File: src/rtl/tz_pkg.sv
package tz_pkg;
  localparam int NSRC   = 6;
  localparam int FLAG_W = NSRC + 1;
  typedef logic [FLAG_W-1:0] tzvec_t;
  localparam tzvec_t SRC_MASK = tzvec_t'({NSRC{1'b1}}) << 1;

  // Next value of a sticky flag set: a set wins over a clear
  function automatic tzvec_t sticky_next(tzvec_t cur, tzvec_t setv, tzvec_t clrv);
    return (cur & ~clrv) | setv;
  endfunction

  // Place event inputs into flag positions 1..NSRC
  function automatic tzvec_t evt_to_vec(logic [NSRC-1:0] evt);
    return {evt, 1'b0};
  endfunction
endpackage

File: src/rtl/tz_regif.sv
module tz_regif
  import tz_pkg::*;
#(
  parameter int ADDR_W  = 8,
  parameter int DATA_W  = 16,
  parameter logic [ADDR_W-1:0] OFS_EN  = 'h24,
  parameter logic [ADDR_W-1:0] OFS_FLG = 'h28,
  parameter logic [ADDR_W-1:0] OFS_CLR = 'h2C
) (
  input  logic              clk,
  input  logic              rst,
  input  logic              bus_wr,
  input  logic [ADDR_W-1:0] bus_addr,
  input  logic [DATA_W-1:0] bus_wdata,
  output logic [DATA_W-1:0] bus_rdata,
  input  tzvec_t            flag_view,
  output tzvec_t            clr_strobe,
  output tzvec_t            int_en
);
  localparam int PAD_W = DATA_W - FLAG_W;

  logic wr_en_reg, wr_clr_reg;
  assign wr_en_reg  = bus_wr && (bus_addr == OFS_EN);
  assign wr_clr_reg = bus_wr && (bus_addr == OFS_CLR);

  assign clr_strobe = wr_clr_reg ? tzvec_t'(bus_wdata[FLAG_W-1:0]) : '0;

  always_ff @(posedge clk) begin
    if (rst)            int_en <= '0;
    else if (wr_en_reg) int_en <= tzvec_t'(bus_wdata[FLAG_W-1:0]) & SRC_MASK;
  end

  always_comb begin
    bus_rdata = '0;
    if (bus_addr == OFS_FLG)     bus_rdata = {{PAD_W{1'b0}}, flag_view};
    else if (bus_addr == OFS_EN) bus_rdata = {{PAD_W{1'b0}}, int_en};
  end


  en_bit0_zero_chk: assert property (@(posedge clk) disable iff (rst) int_en[0] == 1'b0);
endmodule

File: src/rtl/tz_flag_bank.sv
module tz_flag_bank
  import tz_pkg::*;
(
  input  logic            clk,
  input  logic            rst,
  input  logic [NSRC-1:0] trip_evt,
  input  tzvec_t          clr_strobe,
  output tzvec_t          src_flags
);
  tzvec_t set_vec, clr_vec, nxt;
  assign set_vec = evt_to_vec(trip_evt);
  assign clr_vec = clr_strobe & SRC_MASK;
  assign nxt     = sticky_next(src_flags, set_vec, clr_vec);

  always_ff @(posedge clk) begin
    if (rst) src_flags <= '0;
    else     src_flags <= nxt;
  end


  set_sticky_chk: assert property (@(posedge clk) disable iff (rst)
    (|trip_evt) |=> ((src_flags & $past(set_vec)) == $past(set_vec)));

  clear_done_chk: assert property (@(posedge clk) disable iff (rst)
    (|(clr_vec & ~set_vec)) |=> ((src_flags & $past(clr_vec & ~set_vec)) == '0));

  bit0_unused_chk: assert property (@(posedge clk) disable iff (rst) src_flags[0] == 1'b0);
endmodule

File: src/rtl/tz_int_latch.sv
module tz_int_latch
  import tz_pkg::*;
(
  input  logic   clk,
  input  logic   rst,
  input  tzvec_t src_flags,
  input  tzvec_t int_en,
  input  logic   clr_global,
  output logic   gflag,
  output logic   irq_pulse
);
  logic set_req, g_nxt;
  assign set_req = |(src_flags & int_en);
  assign g_nxt   = clr_global ? 1'b0 : (gflag | set_req);

  always_ff @(posedge clk) begin
    if (rst) begin
      gflag     <= 1'b0;
      irq_pulse <= 1'b0;
    end else begin
      gflag     <= g_nxt;
      irq_pulse <= g_nxt & ~gflag;
    end
  end


  pulse_one_chk: assert property (@(posedge clk) disable iff (rst) irq_pulse |=> !irq_pulse);

  pulse_on_rise_chk: assert property (@(posedge clk) disable iff (rst)
    irq_pulse |-> (gflag && !$past(gflag)));

  rise_cause_chk: assert property (@(posedge clk) disable iff (rst)
    $rose(gflag) |-> $past(set_req));

  hold_quiet_chk: assert property (@(posedge clk) disable iff (rst)
    (gflag && !clr_global) |=> (gflag && !irq_pulse));

  repulse_chk: assert property (@(posedge clk) disable iff (rst)
    (!gflag && set_req && !clr_global) |=> irq_pulse);
endmodule

File: src/rtl/trip_flag_ctrl.sv
module trip_flag_ctrl
  import tz_pkg::*;
#(
  parameter int ADDR_W = 8,
  parameter int DATA_W = 16
) (
  input  logic              clk,
  input  logic              rst,
  input  logic              bus_wr,
  input  logic [ADDR_W-1:0] bus_addr,
  input  logic [DATA_W-1:0] bus_wdata,
  output logic [DATA_W-1:0] bus_rdata,
  input  logic [NSRC-1:0]   trip_evt,
  output logic              irq_pulse
);
  tzvec_t clr_strobe, int_en, src_flags, flag_view;
  logic   gflag;

  assign flag_view = src_flags | tzvec_t'(gflag);

  tz_regif #(.ADDR_W(ADDR_W), .DATA_W(DATA_W)) u_regif (
    .clk(clk), .rst(rst), .bus_wr(bus_wr), .bus_addr(bus_addr),
    .bus_wdata(bus_wdata), .bus_rdata(bus_rdata), .flag_view(flag_view),
    .clr_strobe(clr_strobe), .int_en(int_en));

  tz_flag_bank u_flags (
    .clk(clk), .rst(rst), .trip_evt(trip_evt),
    .clr_strobe(clr_strobe), .src_flags(src_flags));

  tz_int_latch u_latch (
    .clk(clk), .rst(rst), .src_flags(src_flags), .int_en(int_en),
    .clr_global(clr_strobe[0]), .gflag(gflag), .irq_pulse(irq_pulse));


  reset_clear_chk: assert property (@(posedge clk) rst |=> (!irq_pulse && flag_view == '0));
endmodule

File: config.mk
export PLATFORM = sky130hd
export DESIGN_NAME = trip_flag_ctrl
export DESIGN_NICKNAME = d
export VERILOG_FILES = /design/src/rtl/tz_pkg.sv /design/src/rtl/tz_regif.sv /design/src/rtl/tz_flag_bank.sv /design/src/rtl/tz_int_latch.sv /design/src/rtl/trip_flag_ctrl.sv
export SDC_FILE = /design/constraint.sdc
export NUM_CORES = 1
export LEC_CHECK = 0
export BUFFER_PORTS_ARGS = -buffer_cell sky130_fd_sc_hd__buf_2
export CORE_ASPECT_RATIO = 1.4
export CORE_MARGIN = 1
export CORE_UTILIZATION = 35
export DETAILED_ROUTE_END_ITERATION = 10
export GPL_ROUTABILITY_DRIVEN = 0
export PLACE_DENSITY = 0.66
export SLEW_MARGIN = 25
export SYNTH_ARGS = -nofsm -noshare
export SYNTH_HDL_FRONTEND = slang
export SYNTH_SLANG_ARGS = --single-unit
File: constraint.sdc
create_clock -name clk -period 2.59 [get_ports clk]
set_input_delay 0.259 -clock clk [delete_from_list [all_inputs] [get_ports clk]]
set_output_delay 0.259 -clock clk [all_outputs]
set_load 0.01 [all_outputs]
==> impl_results.md <==
- Clk_skew: 0.00113 ns
- Clk slew on worst S/H paths: 0.08 ns
- Sequential share of the synthesized area: 32.1%
- Worst slew pin tran: 0.544 ns
- Wire per inst: 13.9 um
- Commonest non-fill, non-tap cell in the layout: buf_2
- Mapped Cells: 98
- Net Sw Frac: between 20% and 30%
- Max_cap viols: 0
- Final hold violations: 0
- Sequential power share: 50.9%
- Total number of vias: 833
- Final net count: 161
- RSZ-0062 raised after global routing: no
- Slew Limit Headroom: 63.6%
- FF-to-FF path depth: 3
- Min Tclk post-route: roughly 1.7 ns
- Worst EP arrival: approximately 1.5 ns
- Sink Count: 14
- Gr usage total: 16.5%
- Port bufs: 31
- R2r setup slk: 1.46 ns
- NetSw: 114 uW
- Share of cells above drive strength 1: between 30% and 40%
- Residual DRC: 1
- Yosys warns: 0
- CTS Buffer Depth: 2
- Post-route insts no fill: 150
- Power Density: 442 mW/mm^2
- CP Data Required Time: between 2 and 2.5 ns
- Area grow syn2layout: 16.1%
- FP Rows: 21
- Top post-synthesis cells by area: dfxtp_1 (32%), a211oi_2 (10%), buf_4 (7.7%), a22oi_1 (6.0%), nor2_1 (6.0%)
- Setup TNS: 0 ns
- Worst hold path type: primary input to flop
- Crit Reg-Reg Startpoint: u_flags.src_flags[4]
- Initial drt markers: 22
- Synth Register Bits: 14
- Die Area: between 0.002 and 0.003 sq mm
- Initial antenna violation count: 0
- Setup violations, final: 0
- Outcome: finished with violations
- CTS tree: yes
- Core Region: 0.00236 sq mm
- Die W: 44.2 um
- Final Util: 42.8%
- Startpoint types: primary input
- Clk root buf: clkbuf_4
- Most frequent cells in the layout: buf_2 (31), nor2_1 (14), dfxtp_1 (14), conb_1 (9)
- Tcrit/Tclk final: 66.2%
- CP max-delay cell: nor2_1
- Final wirelength: between 2000 and 2500 um
- Cell Int Power: roughly 330 uW
- Clock power frac: 34.2%
- F_max: 0.584 GHz
- Syn Area/Cell: 8.90 sq um
- Initial core utilization: 36.9%
- Yosys top cell area share: between 30% and 40%
- Vias per std cell: 5.55
- Cell area after synthesis: roughly 870 sq um
- Maximum vdd drop: 0.205 mV
- Worst Setup EP: bus_rdata[5]
- Synth area leader: dfxtp_1
- Post-route ant nets: 0
- Worst-path cell chain: buf_2 > nor2_1 > nand2_1 > nor2_1 > buf_2
- Postcts setup bufs: 0
- Hold Startpoint: bus_wdata[4]
- Maximum fanout along the worst path: 8
- Hold_buf cts: 0
- Global-route wire length before repair: 3270 um
- Failing checks: design-rule violations
- Post-cts sizing count: 0
- Ports: 50
- Cell total after placement: 146
- Distinct cells, synth: 26
- FF-to-FF End: u_latch.irq_pulse
- Comb pwr share: 14.9%
- Initial DRT Pass Iterations: 7
- CP max stage delay: 0.43 ns
- Max-slew violations: 0
- Largest net degree at the start of global routing: 15
- GR Overflow Total: 0
- Post-detail-place hpwl: 1630 um
- Later-pin clock latency in the skew report: about 0.27 ns
- Vias in the first global route: 751
- Critical path startpoint: bus_addr[7]
- CTS buffer count: 3
- Hold Slack: ~0.26 ns
- CP Capture Type: output port
- Die Y: 61.1 um
- Crit Path Class: primary input to output port
- Static leakage: approximately 0.4 nW
- H-tree depth: 1
- Inserted Diodes: 0
==> flip-flops by register name (all words and copies together) (netlist names) <==
signal and flops:
u_latch.irq_pulse 1, u_latch.gflag 1, u_regif.int_en 6, u_flags.src_flags 6
==> area by class of cell <==
type	count	area, sq um
Sequential cell	14	280
Multi-Input combinational cell	77	504
Fill cell	228	1350
Timing Repair Buffer	32	163
Tap cell	23	28.8
Clock buffer	4	36.3
==> stage by stage <==
| step | power, mW | worst slack [ns] | instance area [sq um] |
|---|---|---|---|
| floorplan | 0.280 | 1.13 | 902 |
| global placement | 0.297 | 0.983 | 976 |
| detailed placement | 0.299 | 0.942 | 976 |
| CTS | 0.452 | 0.940 | 1010 |
| global route | 0.467 | 0.788 | 1010 |
| finish | 0.448 | 0.876 | 1010 |
==> cells in the mapped netlist <==
library cell	instances
clkbuf_1	1
nor2b_1	2
nor2_1	14
a222oi_1	1
and3_1	3
o31ai_1	6
a2111oi_2	1
nand4_1	6
nor4b_2	1
dlymetal6s4s_1	1
nand2_1	3
nand3b_1	1
a21oi_1	7
conb_1	1
a211oi_2	7
buf_4	9
or4b_1	1
or2_2	1
a22oi_1	7
dfxtp_1	14
buf_2	1
and3b_1	1
nor3b_1	6
dlygate4sd1_1	1
dlygate4sd2_1	1
buf_6	1
==> worst max-delay path: cells and delay by family <==
kind / cells / cell delay (ns)
and+or+nand+nor: 3 / 0.94
buffers and inverters: 2 / 0.26
==> how the worst min path moves through the flow <==
stage,endpoint,cells past startpoint
floorplan,u_flags.src_flags[1],1
global placement,u_regif.int_en[6],2
detailed placement,u_latch.irq_pulse,1
CTS,u_regif.int_en[2],3
global route,u_regif.int_en[2],3
finish,u_regif.int_en[4],3
==> kinds of logic (layout without fill, tap and decap cells) <==
kind of cell / after synthesis / after routing / share of synthesized area, %
buffers and inverters: 15 / 36 / 13.5
other: 1 / 9 / 0.430
AO/OA/AOI/OAI: 29 / 29 / 28.1
AND/OR/NAND/NOR: 39 / 39 / 25.8
flip-flops: 14 / 14 / 32.1
==> power groups by stage <==
stage / clock network, mW / registers, mW / logic (mW)
floorplan: 0 / 0.231 / 0.0490
global placement: 0 / 0.233 / 0.0645
detailed placement: 0 / 0.233 / 0.0666
finish: 0.153 / 0.228 / 0.0670
CTS: 0.157 / 0.228 / 0.0668
global route: 0.164 / 0.229 / 0.0748
==> layer usage <==
layer	vias to the layer above	global-route usage, %	routed length (um)
li1	412	-	-
met1	387	20.1	857
met2	28	27.3	1110
met3	6	1.76	60
met4	0	10.8	54
met5	-	0	0
Power figures use the tool's default switching activity.
